File: src/rtl/attr_pkg.sv
`timescale 1ns/1ps
package attr_pkg;
  localparam int ATTR_DW    = 8;
  localparam int ATTR_IDX_W = 6;
  localparam int ATTR_SEL_W = 5;
  localparam int ATTR_SLOTS = 21;

  typedef enum logic [1:0] {
    PORT_IDXDATA = 2'd0,
    PORT_READBK  = 2'd1,
    PORT_STATUS  = 2'd2,
    PORT_SPARE   = 2'd3
  } port_e;

  // Bits a slot retains on write; unlisted slots retain nothing.
  function automatic logic [ATTR_DW-1:0] slot_keep(input int unsigned n);
    if (n < 16)                 return 8'h3F;
    else if (n == 16)           return 8'hEF;
    else if (n == 17)           return 8'hFF;
    else if (n == 18)           return 8'h3F;
    else if (n == 19 || n == 20) return 8'h0F;
    else                        return 8'h00;
  endfunction
endpackage

File: src/rtl/attr_phase_ctl.sv
`timescale 1ns/1ps
module attr_phase_ctl #(
  parameter int DW    = attr_pkg::ATTR_DW,
  parameter int IDX_W = attr_pkg::ATTR_IDX_W
) (
  input  logic             clk,
  input  logic             rst_n,
  input  logic             shared_wr,
  input  logic [DW-1:0]    wdata,
  input  logic             phase_clr,
  output logic             phase_q,
  output logic [IDX_W-1:0] index_q
);
  always_ff @(posedge clk) begin
    if (!rst_n) begin
      phase_q <= 1'b0;
      index_q <= '0;
    end else begin
      if (shared_wr && !phase_q) index_q <= wdata[IDX_W-1:0];
      if (phase_clr)             phase_q <= 1'b0;
      else if (shared_wr)        phase_q <= ~phase_q;
    end
  end

  p_clear_on_status_r8: assert property (@(posedge clk) disable iff (!rst_n)
    phase_clr |=> !phase_q);
  p_index_hold_r3: assert property (@(posedge clk) disable iff (!rst_n)
    (shared_wr && phase_q) |=> $stable(index_q));
  p_index_load_r2: assert property (@(posedge clk) disable iff (!rst_n)
    (shared_wr && !phase_q && !phase_clr) |=> phase_q);
endmodule

File: src/rtl/attr_slot_store.sv
`timescale 1ns/1ps
module attr_slot_store #(
  parameter int DW    = attr_pkg::ATTR_DW,
  parameter int SEL_W = attr_pkg::ATTR_SEL_W,
  parameter int SLOTS = attr_pkg::ATTR_SLOTS
) (
  input  logic             clk,
  input  logic             rst_n,
  input  logic             data_wr,
  input  logic [SEL_W-1:0] sel,
  input  logic [DW-1:0]    wdata,
  output logic [DW-1:0]    rd_word
);
  logic [DW-1:0] slot_q [SLOTS];
  logic          in_range;

  assign in_range = (32'(sel) < SLOTS);

  always_ff @(posedge clk) begin
    if (!rst_n) begin
      for (int i = 0; i < SLOTS; i++) slot_q[i] <= '0;
    end else if (data_wr && in_range) begin
      for (int i = 0; i < SLOTS; i++)
        if (32'(sel) == i) slot_q[i] <= wdata & DW'(attr_pkg::slot_keep(i));
    end
  end

  always_comb begin
    rd_word = '0;
    for (int i = 0; i < SLOTS; i++)
      if (32'(sel) == i) rd_word = slot_q[i];
  end

  for (genvar g = 0; g < SLOTS; g++) begin : g_chk
    localparam logic [DW-1:0] KEEP = DW'(attr_pkg::slot_keep(g));
    p_mask_r4: assert property (@(posedge clk) disable iff (!rst_n)
      (slot_q[g] & ~KEEP) == '0);
    p_untouched_r5: assert property (@(posedge clk) disable iff (!rst_n)
      !(data_wr && 32'(sel) == g) |=> $stable(slot_q[g]));
  end
endmodule

File: src/rtl/attr_status.sv
`timescale 1ns/1ps
module attr_status #(
  parameter int DW     = attr_pkg::ATTR_DW,
  parameter int VR_BIT = 3,
  parameter int DE_BIT = 0
) (
  input  logic          clk,
  input  logic          rst_n,
  input  logic          st_read,
  output logic [DW-1:0] st_next
);
  localparam logic [DW-1:0] FLIP = (DW'(1) << VR_BIT) | (DW'(1) << DE_BIT);
  logic [DW-1:0] st_q;

  assign st_next = st_q ^ FLIP;

  always_ff @(posedge clk) begin
    if (!rst_n)       st_q <= '0;
    else if (st_read) st_q <= st_next;
  end

  p_status_hold_r8: assert property (@(posedge clk) disable iff (!rst_n)
    !st_read |=> $stable(st_q));
  p_status_flip_r8: assert property (@(posedge clk) disable iff (!rst_n)
    st_read |=> (st_q[VR_BIT] != $past(st_q[VR_BIT])) && (st_q[DE_BIT] != $past(st_q[DE_BIT])));
endmodule

File: src/rtl/attr_regfile.sv
`timescale 1ns/1ps
module attr_regfile #(
  parameter int DW    = attr_pkg::ATTR_DW,
  parameter int IDX_W = attr_pkg::ATTR_IDX_W,
  parameter int SEL_W = attr_pkg::ATTR_SEL_W,
  parameter int SLOTS = attr_pkg::ATTR_SLOTS
) (
  input  logic          clk,
  input  logic          rst_n,
  input  logic [1:0]    port_sel,
  input  logic          wr_stb,
  input  logic [DW-1:0] wdata,
  input  logic          rd_stb,
  output logic [DW-1:0] rdata,
  output logic          rd_valid
);
  import attr_pkg::*;

  port_e             port;
  logic              phase;
  logic [IDX_W-1:0]  index;
  logic [DW-1:0]     slot_word;
  logic [DW-1:0]     st_next;
  logic              shared_wr;
  logic              st_read;

  assign port      = port_e'(port_sel);
  assign shared_wr = wr_stb && (port == PORT_IDXDATA);
  assign st_read   = rd_stb && (port == PORT_STATUS);

  attr_phase_ctl #(.DW(DW), .IDX_W(IDX_W)) u_phase (
    .clk(clk), .rst_n(rst_n), .shared_wr(shared_wr), .wdata(wdata),
    .phase_clr(st_read), .phase_q(phase), .index_q(index)
  );

  attr_slot_store #(.DW(DW), .SEL_W(SEL_W), .SLOTS(SLOTS)) u_store (
    .clk(clk), .rst_n(rst_n), .data_wr(shared_wr && phase),
    .sel(index[SEL_W-1:0]), .wdata(wdata), .rd_word(slot_word)
  );

  attr_status #(.DW(DW)) u_status (
    .clk(clk), .rst_n(rst_n), .st_read(st_read), .st_next(st_next)
  );

  always_ff @(posedge clk) begin
    if (!rst_n) begin
      rdata    <= '0;
      rd_valid <= 1'b0;
    end else begin
      rd_valid <= rd_stb;
      if (rd_stb) begin
        unique case (port)
          PORT_IDXDATA: rdata <= phase ? '0 : DW'(index);
          PORT_READBK:  rdata <= slot_word;
          PORT_STATUS:  rdata <= st_next;
          default:      rdata <= '0;
        endcase
      end else begin
        rdata <= '0;
      end
    end
  end

  p_no_collision_r9: assert property (@(posedge clk) disable iff (!rst_n)
    !(rd_stb && wr_stb));
  p_valid_pulse_r9: assert property (@(posedge clk) disable iff (!rst_n)
    rd_stb |=> rd_valid);
  p_idle_quiet_r9: assert property (@(posedge clk) disable iff (!rst_n)
    !rd_stb |=> (!rd_valid && rdata == '0));
  p_phase1_read_r6: assert property (@(posedge clk) disable iff (!rst_n)
    (rd_stb && port == PORT_IDXDATA && phase) |=> rdata == '0);
  p_spare_zero_r10: assert property (@(posedge clk) disable iff (!rst_n)
    (rd_stb && port == PORT_SPARE) |=> rdata == '0);
  p_far_slot_r7: assert property (@(posedge clk) disable iff (!rst_n)
    (rd_stb && port == PORT_READBK && 32'(index[SEL_W-1:0]) >= SLOTS) |=> rdata == '0);
endmodule

File: config.mk
export PLATFORM = sky130hd
export DESIGN_NAME = attr_regfile
export DESIGN_NICKNAME = d
export VERILOG_FILES = /design/src/rtl/attr_pkg.sv /design/src/rtl/attr_phase_ctl.sv /design/src/rtl/attr_slot_store.sv /design/src/rtl/attr_status.sv /design/src/rtl/attr_regfile.sv
export SDC_FILE = /design/constraint.sdc
export NUM_CORES = 1
export LEC_CHECK = 0
export ABC_AREA = 1
export BUFFER_PORTS_ARGS = -buffer_cell sky130_fd_sc_hd__buf_2
export CORE_MARGIN = 4
export CORE_UTILIZATION = 52
export DETAILED_ROUTE_END_ITERATION = 8
export MAX_ROUTING_LAYER = met4
export PLACE_DENSITY = 0.79
export SLEW_MARGIN = 5
export SYNTH_ARGS = -nofsm -noshare
export SYNTH_HDL_FRONTEND = slang
export SYNTH_HIERARCHICAL = 1
export SYNTH_SLANG_ARGS = --single-unit
File: constraint.sdc
create_clock -name clk -period 4.2 [get_ports clk]
set_input_delay 0.21 -clock clk [delete_from_list [all_inputs] [get_ports clk]]
set_output_delay 0.21 -clock clk [all_outputs]
set_load 0.05 [all_outputs]
==> impl_metrics.csv, run 1 <==
group,metric,value,unit
status,outcome,"completed",
global_route,number_of_global_route_vias_before_repair,4728,
cts,cts_tree,"done",
cells_and_area,ff_latch_area,4114,sq um
cells_and_area,layout.cells.most_common_list,"nand2_1 (195), nor2_1 (177), edfxtp_1 (125)",
min_path,min-delay-start,"wdata[5]",
global_route,grt_antenna_before_repair,0,
detailed_routing,vias,5013,
detailed_routing,drc,0,
timing,setup_total_negative_slack,0,ns
setup_path,worst-r2r-setup-slack,1.52,ns
floorplan,dieHeight,121.7,um
synth,synth-compound-area-share,1.416,%
cts,cts.repair.resized,0,
synth,ys_ff_latch,143,
synth,synth_adder_area_share,0,%
cells_and_area,flow.area_growth_from_synthesis,12.57,%
detailed_routing,wl_met2,7.209,mm
timing,clock.fmax,372.7,MHz
cells_and_area,fillers,1075,
detailed_routing,vias_per_cell,5.310,
setup_path,timing_worst_setup_path_type,"reg2reg",
cts,clock_tree.root_cell,"clkbuf_16",
global_route,aggregate_global_routing_overflow,0,
floorplan,fp.dieArea,14800,sq um
global_route,wire_length_of_the_first_global_routing_pass,24.12,mm
timing,fin_crit,2.683,ns
cts,numCtsBuffers,17,
global_route,grt_usage,22.39,%
setup_path,cp_required,4.28,ns
setup_path,crit-reg2reg-launch,"u_phase/phase_q$_SDFFE_PP0P_",
power,ir_worst_vdd,350.3,uV
detailed_routing,detailedRoute.firstPassIterationCount,6,
setup_path,cp.arrival,2.77,ns
synth,yosysUniqueCellTypes,32,
synth,synth_enable_flop_cells,125,
synth,ys.flop_type,"edfxtp_1",
setup_path,timing.critical_path.from,"u_phase/phase_q$_SDFFE_PP0P_",
synth,synth-warning-count,6,
timing,finClkSkew,0.007848,ns
timing,setup_viol,0,
power,static-leakage-power,3.020,nW
cts,h-tree-depth,4,
cts,worstSkewPairLatency,0.42,ns
timing,timing_max_transition_violations_final,0,
placed_design,placement.cell_area,6927,sq um
timing,rsz0062_at_grt,"no",
setup_path,worstSetupEndpointType,"flip-flop",
synth,synth_top_family_by_area,"simple AND/OR/NAND/NOR gates",
cells_and_area,post_route_cells_drive_above_1_share,13.08,%
detailed_routing,drtIter0Drc,555,
power,power_density,456.8,nW/um^2
floorplan,io_pins,23,
cts,worst_setup_hold_path_clk_slew,0.06,ns
synth,synth_xor_xnor_area_share,0,%
cells_and_area,nets,773,
synth,synth_async_sr_flop_share,0,%
timing,timing.slew.headroom,26.26,%
floorplan,die_width,121.7,um
detailed_routing,detail_route.wirelength.met1,6.301,mm
cells_and_area,diodes,0,
timing,max_slew.worst_pin.slew,1.103,ns
detailed_routing,wirelength,15.03,mm
synth,synth_seq_area_share,61.24,%
timing,finalHoldViolations,0,
synth,postSynthAreaPerCell,9.115,sq um
placed_design,post-place-cells,912,
placed_design,finalWeightedCongestion,0.9163,
synth,post_synth_and_or_nand_nor_area_fraction,30.86,%
setup_path,cp-start-kind,"flip-flop",
floorplan,core-area,12620,sq um
cts,postCtsHoldBufs,0,
cells_and_area,multi_input_area,2191,sq um
cells_and_area,layout.cells.most_common,"nand2_1",
floorplan,effective_utilization_at_floorplan,53.23,%
global_route,grt_max_degree,40,
cts,cts.sink_count,143,
detailed_routing,top_layer,"met4",
placed_design,io_buffers,22,
placed_design,dpl.hpwl,9.719,mm
detailed_routing,wl_met3,1.232,mm
setup_path,critPathMaxFanout,16,
detailed_routing,routed_wire_per_std_cell,15.93,um
floorplan,rows,41,
synth,synth_cells,737,
synth,post_synth_mux_area_share,0,%
min_path,timing.hold.worst.class,"in2reg",
job,drv.max_cap_violation_count,0,
synth,synth.cell_area,6718,sq um
cells_and_area,final_cells,944,
cells_and_area,layout.cell_area.non_filler,7562,sq um
timing,fin_crit_sh,63.89,%
cts,ctsLongestPathBuffers,2,
cts,cts_setup_buffers,0,
detailed_routing,number_of_routed_nets_with_antenna_violations,0,
## state kept, by name (all words and copies together) (netlist names)
register         cells
u_phase/index_q      6
u_status/st_q        2
u_phase/phase_q      1
u_store/slot_q     125
rd_valid             1
rdata                8
## power breakdown
part | switching, mW | internal [mW] | leakage (nW)
clock network | 0.596 | 1.00 | 0.300
logic | 0.182 | 0.0559 | 1.29
registers | 0.0221 | 1.60 | 1.43
## routing by layer
| metal | vias up | global-route usage [%] |
|---|---|---|
| met5 | - | - |
| met4 | 0 | 8.964 |
| met3 | 26 | 4.968 |
| met2 | 233 | 35.16 |
| met1 | 2331 | 28.49 |
| li1 | 2423 | - |
## final timing paths
| kind | end | depth (start not counted) |
|---|---|---|
| hold / removal | u_phase/index_q[5]$_SDFFE_PN0P_ | 5 |
| setup reg to reg | u_store/slot_q[2][15]$_SDFFCE_PN0P_ | 5 |
| setup / recovery | u_store/slot_q[2][15]$_SDFFCE_PN0P_ | 5 |
| hold reg to reg | u_status/st_q[3]$_SDFFE_PN0P_ | 2 |
## critical path: stages (launching register included)
cell     delay [ns]
dfxtp_1        0.41
inv_1          0.14
nor3_1         0.43
and2_1         0.70
nand2_1        0.31
nand2_1        0.36
## synth_stat cells, types with 2 or more instances
master	number	area, sq um
nand2_1	195	732.0
nor2_1	177	664.4
edfxtp_1	125	3754
inv_1	61	229.0
nand3_1	40	200.2
nand4_1	21	131.4
dfxtp_1	18	360.4
nor2_2	16	100.1
clkbuf_1	13	48.80
inv_2	10	37.54
or2_0	7	43.79
buf_4	6	45.04
nor2_4	6	67.56
or2_2	6	37.54
a21oi_1	5	25.02
nand2_2	4	25.02
a22o_1	3	26.28
buf_2	3	15.01
buf_6	3	33.78
nor3_1	3	15.01
nor3b_1	3	22.52
inv_8	2	22.52
## final cells by class
type | instances | area share, %
clock buffers | 17 | 5.625
flip-flops and latches | 143 | 54.40
multi-input cells | 501 | 28.97
clock inverters | 15 | 2.780
well taps | 172 | 2.846
inverters | 73 | 3.822
repair buffers | 23 | 1.555
## cell families (layout without fill, tap and decap cells)
group / count (synthesis) / in the layout
buf+inv: 98 / 128
other cells: 1 / 6
compound gates: 14 / 14
flops: 143 / 143
simple gates: 481 / 481
## through the flow
stage	util, %	power [mW]	hold WS [ns]	setup WS (ns)
4_1_cts	59.92	3.467	0.1078	1.536
6_report	59.92	3.454	0.1284	1.517
2_1_floorplan	-	1.808	0.3305	2.258
3_5_place_dp	54.89	1.879	0.4804	1.568
5_1_grt	59.92	3.569	0.1321	1.293
3_3_place_gp	54.89	1.875	0.4730	1.629
No activity file was read; power rests on OpenSTA's default activity.
==> inputs of run 2 (changes only) <==
==> constraint.sdc (replaced) <==
create_clock -name clk -period 2.5 [get_ports clk]
set_input_delay 0.125 -clock clk [delete_from_list [all_inputs] [get_ports clk]]
set_output_delay 0.125 -clock clk [all_outputs]
set_load 0.05 [all_outputs]
==> run 2 against run 1 <==
Non-clock buffer count is 36 higher. Via count rose by 3.4%. Global-route usage increased by 0.64 points. First-iteration DRC count down 6.1%. Worst hold slack worse by 0.096 ns. Clock power rose by 56%. Core utilization grew 2.5 points. Die area is the same. Power grew 64%. Critical path type unchanged.
==> impl_metrics.csv, run 2 (synthesized netlist as in run 1, its figures left out) <==
group,metric,value,unit
power,seq_power_share,48.0,%
power,switching_share,22.77,%
cts,worst_setup_hold_path_clk_slew,0.06,ns
global_route,grt_max_degree,23,
timing,finClkSkew,0.005677,ns
cts,h-tree-depth,4,
global_route,number_of_global_route_vias_before_repair,5022,
cells_and_area,largest_register_ff_count,125,
power,power_density,719.7,nW/um^2
timing,max_slew.worst_pin.slew,0.5613,ns
timing,setup_total_negative_slack,0,ns
detailed_routing,wirelength,15.91,mm
detailed_routing,vias,5183,
cells_and_area,post_route_cells_drive_above_1_share,18.19,%
power,static-leakage-power,3.197,nW
power,p_total,5.667,mW
cells_and_area,diodes,0,
setup_path,timing_worst_setup_path_type,"reg2reg",
timing,timing.slew.headroom,62.44,%
cells_and_area,layout.cells.most_common_list,"nand2_1 (193), nor2_1 (174), edfxtp_1 (125)",
setup_path,timing.critical_path.buf_inv,2,
floorplan,rows,41,
detailed_routing,routed_wire_per_std_cell,16.23,um
floorplan,dieHeight,121.7,um
setup_path,cpMaxStageDelayCell,"dfxtp_4",
floorplan,effective_utilization_at_floorplan,53.23,%
cts,cts.sink_count,143,
cells_and_area,reg_top3,"u_store/slot_q x125, rdata x8, u_phase/index_q x6",
cts,numCtsBuffers,17,
cts,ctsLongestPathBuffers,2,
placed_design,dpl.hpwl,10.52,mm
floorplan,die_width,121.7,um
detailed_routing,drc,0,
global_route,wire_length_of_the_first_global_routing_pass,24.98,mm
cells_and_area,largest_register,"u_store/slot_q",
setup_path,slowest_delay,0.40,ns
detailed_routing,drtIter0Drc,521,
placed_design,io_buffers,22,
floorplan,fp.dieArea,14800,sq um
floorplan,core-area,12620,sq um
timing,finalHoldViolations,0,
setup_path,worst-r2r-cell-count,20,
cells_and_area,layout.cells.most_common,"nand2_1",
global_route,grt_usage,23.03,%
setup_path,crit_path_cell_trace,"inv_4 > buf_4 > nand2_1 > nor2_1 > nand3_1 > nand3_1 > nand2_1 > nand4_1 > nor2_1 > nand3_1 > nand2_1 > nand4_1 > nor2_1 > nand3_1 > nand2_1 > a21oi_2 > nand3_1 > nand2_1 > nor2_1 > nor2_1",
setup_path,critPathMaxFanout,6,
setup_path,cp-start-kind,"flip-flop",
placed_design,dp_slack,0.04310,ns
setup_path,cp.arrival,2.68,ns
cts,postCtsHoldBufs,0,
setup_path,worstSetupEndpointType,"flip-flop",
global_route,aggregate_global_routing_overflow,0,
cts,clock_tree.root_cell,"clkbuf_16",
min_path,timing.hold.worst.class,"in2reg",
timing,rsz0062_at_grt,"yes",
detailed_routing,number_of_routed_nets_with_antenna_violations,0,
cts,cts_tree,"done",
timing,fin_crit_sh,95.23,%
power,internal-power,4.377,mW
cells_and_area,flow.area_growth_from_synthesis,17.21,%
power,p_sw,1.291,mW
job,drv.max_cap_violation_count,0,
setup_path,cp_top_family,"simple AND/OR/NAND/NOR gates",
timing,finalWorstSetupSlack,0.1193,ns
detailed_routing,vias_per_cell,5.289,
min_path,hold_path_depth,3,
floorplan,io_pins,23,
global_route,grt_antenna_before_repair,0,
timing,clock.fmax,420.0,MHz
power,ir_worst_vdd,580.6,uV
status,outcome,"completed",
power,comb_power_share,8.0,%
setup_path,crit_cells,20,
cts,worstSkewPairLatency,0.42,ns
cells_and_area,nets,809,
timing,fin_crit,2.381,ns
setup_path,cp_required,2.80,ns
placed_design,finalWeightedCongestion,0.8842,
power,clock_power_share,44.0,%
timing,timing_max_transition_violations_final,0,
detailed_routing,detailedRoute.firstPassIterationCount,5,
timing,setup_viol,0,
run 2: cell types whose count changed in the layout (fill, tap and decap cells not counted), moves of 4 or more:
cell,before,now
buf_4,1,36
nor2_4,6,12
dfxtp_1,18,13
clkbuf_1,0,4
run 2: per-stage QoR:
| step | util [%] | std cells | cell area [sq um] | hold slack, ns |
|---|---|---|---|---|
| 3_5_place_dp | 56.95 | 945 | 7187 | 0.4538 |
| 3_3_place_gp | 56.95 | 945 | 7187 | 0.4483 |
| 2_1_floorplan | - | 742 | 6736 | 0.2455 |
| 6_report | 62.39 | 980 | 7874 | 0.03274 |
| 4_1_cts | 61.67 | 978 | 7782 | 0.02588 |
| 5_1_grt | 62.39 | 980 | 7874 | 0.03932 |
run 2: power groups by stage:
| stage | registers, mW | clock network (mW) | logic, mW |
|---|---|---|---|
| after floorplan | 2.77 | 0 | 0.264 |
| after global placement | 2.76 | 0 | 0.419 |
| after detailed placement | 2.77 | 0 | 0.422 |
| after CTS | 2.72 | 2.52 | 0.430 |
| after global routing | 2.73 | 2.64 | 0.497 |
| final | 2.72 | 2.49 | 0.453 |
run 2: what timing repair did:
item                       CTS  global route
setup endpoints to repair    2             6
pin swaps                    0            15
buffers inserted             1             3
resized for setup            2            25
run 2: metal layers:
layer / track usage [%] / up-vias / part of all wire, %
met2: 37.17 / 209 / 49
met4: 6.373 / 0 / 1.4
met5: - / - / 0
met1: 29.05 / 2473 / 41
li1: - / 2484 / -
met3: 5.989 / 17 / 8.7
run 2: worst paths after layout:
path                              startpoint  slack [ns]                                  end
max reg2reg  u_phase/index_q[0]$_SDFFE_PN0P_        0.12                  rdata[5]$_SDFF_PN0_
min reg2reg  u_phase/index_q[5]$_SDFFE_PN0P_        0.48      u_phase/index_q[5]$_SDFFE_PN0P_
min                                 wdata[6]        0.03  u_store/slot_q[2][14]$_SDFFCE_PN0P_
max          u_phase/index_q[0]$_SDFFE_PN0P_        0.12                  rdata[5]$_SDFF_PN0_
run 2: final cells by class:
| type | count | area (sq um) |
|---|---|---|
| well taps | 172 | 215.2 |
| clock inverters | 11 | 141.4 |
| fillers | 1019 | 4746 |
| clock buffers | 21 | 440.4 |
| multi-input cells | 501 | 2257 |
| repair buffers | 59 | 400.4 |
| inverters | 73 | 294.0 |
| flip-flops and latches | 143 | 4125 |
run 2: worst reg2reg max path, stage by stage, from the launching register on:
cell and delay, ns:
dfxtp_4 0.40, inv_4 0.06, buf_4 0.15, nand2_1 0.11, nor2_1 0.07, nand3_1 0.07
nand3_1 0.07, nand2_1 0.12, nand4_1 0.11, nor2_1 0.17, nand3_1 0.11, nand2_1 0.08
nand4_1 0.09, nor2_1 0.12, nand3_1 0.10, nand2_1 0.09, a21oi_2 0.06, nand3_1 0.08
nand2_1 0.06, nor2_1 0.10, nor2_1 0.04
==> inputs of run 3 (changes only) <==
--- a/config.mk
+++ b/config.mk
@@ -5,7 +5,6 @@
 export SDC_FILE = /design/constraint.sdc
 export NUM_CORES = 1
 export LEC_CHECK = 0
-export ABC_AREA = 1
 export BUFFER_PORTS_ARGS = -buffer_cell sky130_fd_sc_hd__buf_2
 export CORE_MARGIN = 4
 export CORE_UTILIZATION = 52
==> constraint.sdc (replaced) <==
create_clock -name clk -period 3 [get_ports clk]
set_input_delay 0.15 -clock clk [delete_from_list [all_inputs] [get_ports clk]]
set_output_delay 0.15 -clock clk [all_outputs]
set_load 0.05 [all_outputs]
==> run 3 against run 2 <==
Combinational power decreased by 26%. Die area rose by 4.4%. Core utilization down 3.0 points. Worst hold slack better by 0.0014 ns. Area after synthesis rose by 4.7%. Register-to-register slack improved by 0.22 ns. Worst setup slack better by 0.22 ns. Non-clock buffer count fell by 9. Final area hardly changed. Wire length rose by 20%.
==> impl_metrics.csv, run 3 <==
group,metric,value,unit
setup_path,worst-r2r-cell-count,8,
detailed_routing,wirelength,19.14,mm
cts,numCtsBuffers,17,
detailed_routing,routed_wire_per_std_cell,22.33,um
cts,postCtsHoldBufs,4,
setup_path,cp_required,3.34,ns
timing,finClkSkew,0.01198,ns
floorplan,die_width,124.3,um
status,outcome,"completed",
power,internal-power,3.553,mW
setup_path,worst-r2r-setup-slack,0.34,ns
synth,synth_cells,645,
power,power_density,579.0,nW/um^2
placed_design,dpl.hpwl,13.24,mm
synth,netlist_top_cells_count,"nor2_1 (128), edfxtp_1 (125), nand2_1 (61), nand3b_1 (23)",
min_path,min_to,"u_phase/index_q[3]$_SDFFE_PN0P_",
synth,synth_largest_area_cell,"edfxtp_1",
cts,ctsLongestPathBuffers,2,
cts,cts_setup_buffers,0,
floorplan,effective_utilization_at_floorplan,53.10,%
timing,setup_viol,0,
timing,clock.fmax,375.7,MHz
synth,ys.flop_type,"edfxtp_1",
global_route,grt_usage,26.08,%
synth,synth_top_area_share,53.38,%
cells_and_area,layout.cell_area.non_filler,7869,sq um
min_path,timing.hold.worst.class,"in2reg",
timing,rsz0062_at_grt,"no",
setup_path,critPathMaxFanout,22,
placed_design,finalWeightedCongestion,1.001,
min_path,min-delay-start,"wdata[3]",
global_route,aggregate_global_routing_overflow,0,
cts,cts_tree,"done",
cells_and_area,ff_latch_area,4116,sq um
cts,worst_setup_hold_path_clk_slew,0.05,ns
synth,yosysUniqueCellTypes,70,
setup_path,cp-start-kind,"flip-flop",
timing,finalHoldViolations,0,
detailed_routing,vias,5265,
setup_path,regToRegEndpoint,"rdata[2]$_SDFF_PN0_",
cells_and_area,multi_input_area,2579,sq um
detailed_routing,vias_per_cell,6.144,
cells_and_area,flow.area_growth_from_synthesis,11.90,%
cells_and_area,layout.cells.most_common_list,"nor2_1 (128), edfxtp_1 (125), nand2_1 (61)",
power,static-leakage-power,2.825,nW
synth,synth-warning-count,6,
detailed_routing,number_of_routed_nets_with_antenna_violations,0,
cells_and_area,largest_register_ff_count,125,
cells_and_area,fillers,1090,
floorplan,dieHeight,124.3,um
global_route,wire_length_of_the_first_global_routing_pass,30.05,mm
power,switching_share,22.02,%
setup_path,worstSetupEndpointType,"flip-flop",
placed_design,placement.cell_area,7288,sq um
floorplan,rows,42,
timing,fin_crit,2.662,ns
synth,synth.cell_area,7032,sq um
detailed_routing,drtIter0Drc,613,
cells_and_area,reg_top3,"u_store/slot_q x125, rdata x8, u_phase/index_q x6",
power,ir_worst_vdd,401.7,uV
min_path,hold_path_depth,3,
global_route,number_of_global_route_vias_before_repair,5226,
floorplan,fp.dieArea,15450,sq um
cts,h-tree-depth,4,
synth,synth_seq_area_share,58.51,%
cells_and_area,layout.cells.most_common,"nor2_1",
placed_design,post-place-cells,821,
setup_path,cp.arrival,3.00,ns
power,clock_power_share,42.6,%
power,p_sw,1.003,mW
timing,max_slew.worst_pin.slew,0.8753,ns
placed_design,io_buffers,22,
power,comb_power_share,7.3,%
cts,cts.sink_count,143,
cells_and_area,post_route_cells_drive_above_1_share,14.39,%
setup_path,timing_worst_setup_path_type,"reg2reg",
global_route,grt_max_degree,46,
timing,timing.slew.headroom,41.65,%
setup_path,crit-reg2reg-launch,"u_phase/index_q[0]$_SDFFE_PN0P_",
synth,ys_top_cells_by_area,"edfxtp_1 (53%), nor2_1 (6.8%), dfxtp_1 (5.1%), nand2_1 (3.3%), nand3b_1 (2.5%)",
job,drv.max_cap_violation_count,0,
cts,cts.repair.resized,0,
cells_and_area,nets,682,
timing,fin_crit_sh,88.72,%
detailed_routing,detailedRoute.firstPassIterationCount,5,
cells_and_area,diodes,0,
cts,clock_tree.root_cell,"clkbuf_16",
power,seq_power_share,50.1,%
synth,ys_ff_latch,143,
synth,yosys.cell_count.top_type,"nor2_1",
floorplan,io_pins,23,
floorplan,core-area,13240,sq um
synth,synth_enable_flop_cells,125,
detailed_routing,drc,0,
cells_and_area,largest_register,"u_store/slot_q",
cells_and_area,final_cells,857,
synth,postSynthAreaPerCell,10.90,sq um
synth,synth_async_sr_flop_share,0,%
cts,worstSkewPairLatency,0.43,ns
timing,setup_total_negative_slack,0,ns
timing,timing_max_transition_violations_final,0,
global_route,grt_antenna_before_repair,0,
## run 3: how the worst max path moves through the flow
stage	slack (ns)	startpoint	depth (start not counted)	end
2_1_floorplan	0.81	u_phase/index_q[1]$_SDFFE_PN0P_	7	u_store/slot_q[2][16]$_SDFFCE_PN0P_
3_3_place_gp	0.38	u_phase/index_q[0]$_SDFFE_PN0P_	8	rdata[2]$_SDFF_PN0_
5_1_grt	0.22	u_phase/index_q[0]$_SDFFE_PN0P_	8	rdata[2]$_SDFF_PN0_
3_5_place_dp	0.40	u_phase/index_q[0]$_SDFFE_PN0P_	8	rdata[2]$_SDFF_PN0_
4_1_cts	0.37	u_phase/index_q[0]$_SDFFE_PN0P_	8	rdata[2]$_SDFF_PN0_
6_report	0.34	u_phase/index_q[0]$_SDFFE_PN0P_	8	rdata[2]$_SDFF_PN0_
## run 3: layout make-up
type	count	area share, %
flip-flops and latches	143	52.31
multi-input cells	434	32.77
clock buffers	23	5.692
clock inverters	9	1.177
inverters	22	1.049
well taps	176	2.799
repair buffers	50	4.198
## run 3: metrics by stage
stage	utilization, %	hold slack (ns)	setup slack (ns)	power, mW
after floorplan	-	0.2717	0.8138	2.524
after global placement	55.04	0.4099	0.3773	2.637
after detailed placement	55.04	0.4172	0.3989	2.644
after CTS	59.42	0.008300	0.3713	4.581
after global routing	59.42	0.04336	0.2229	4.727
final	59.42	0.03418	0.3384	4.556
## run 3: logic make-up (layout without fill, tap and decap cells)
| logic type | count (synthesis) | after routing | share of synthesized area [%] |
|---|---|---|---|
| xor+xnor | 3 | 3 | 0.3737 |
| buf+inv | 73 | 104 | 5.089 |
| mux | 23 | 23 | 3.879 |
| compound gates | 105 | 105 | 10.57 |
| flops | 143 | 143 | 58.51 |
| simple gates | 297 | 297 | 21.53 |
| other cells | 1 | 6 | 0.05333 |
## run 3: metal layers
layer	vias up	GRT usage, %	wire length [um]
met4	0	10.32	498
met2	271	39.31	8965
met3	41	6.432	1555
met5	-	-	0
li1	2371	-	-
met1	2582	34.22	8118
## run 3: power by group through the flow
stage / Sequential, mW / Combinational [mW] / Clock [mW]
finish: 2.28 / 0.333 / 1.94
global route: 2.29 / 0.357 / 2.08
CTS: 2.28 / 0.328 / 1.97
detailed placement: 2.32 / 0.322 / 0
global placement: 2.32 / 0.317 / 0
floorplan: 2.31 / 0.216 / 0
## run 3: worst max-delay path: stages (launching register included)
cell	delay, ns
dfxtp_2	0.64
buf_4	0.32
nand2b_1	0.32
o22ai_1	0.16
a211o_1	0.36
a311o_1	0.34
a21oi_1	0.16
nand3b_1	0.10
a31oi_1	0.18
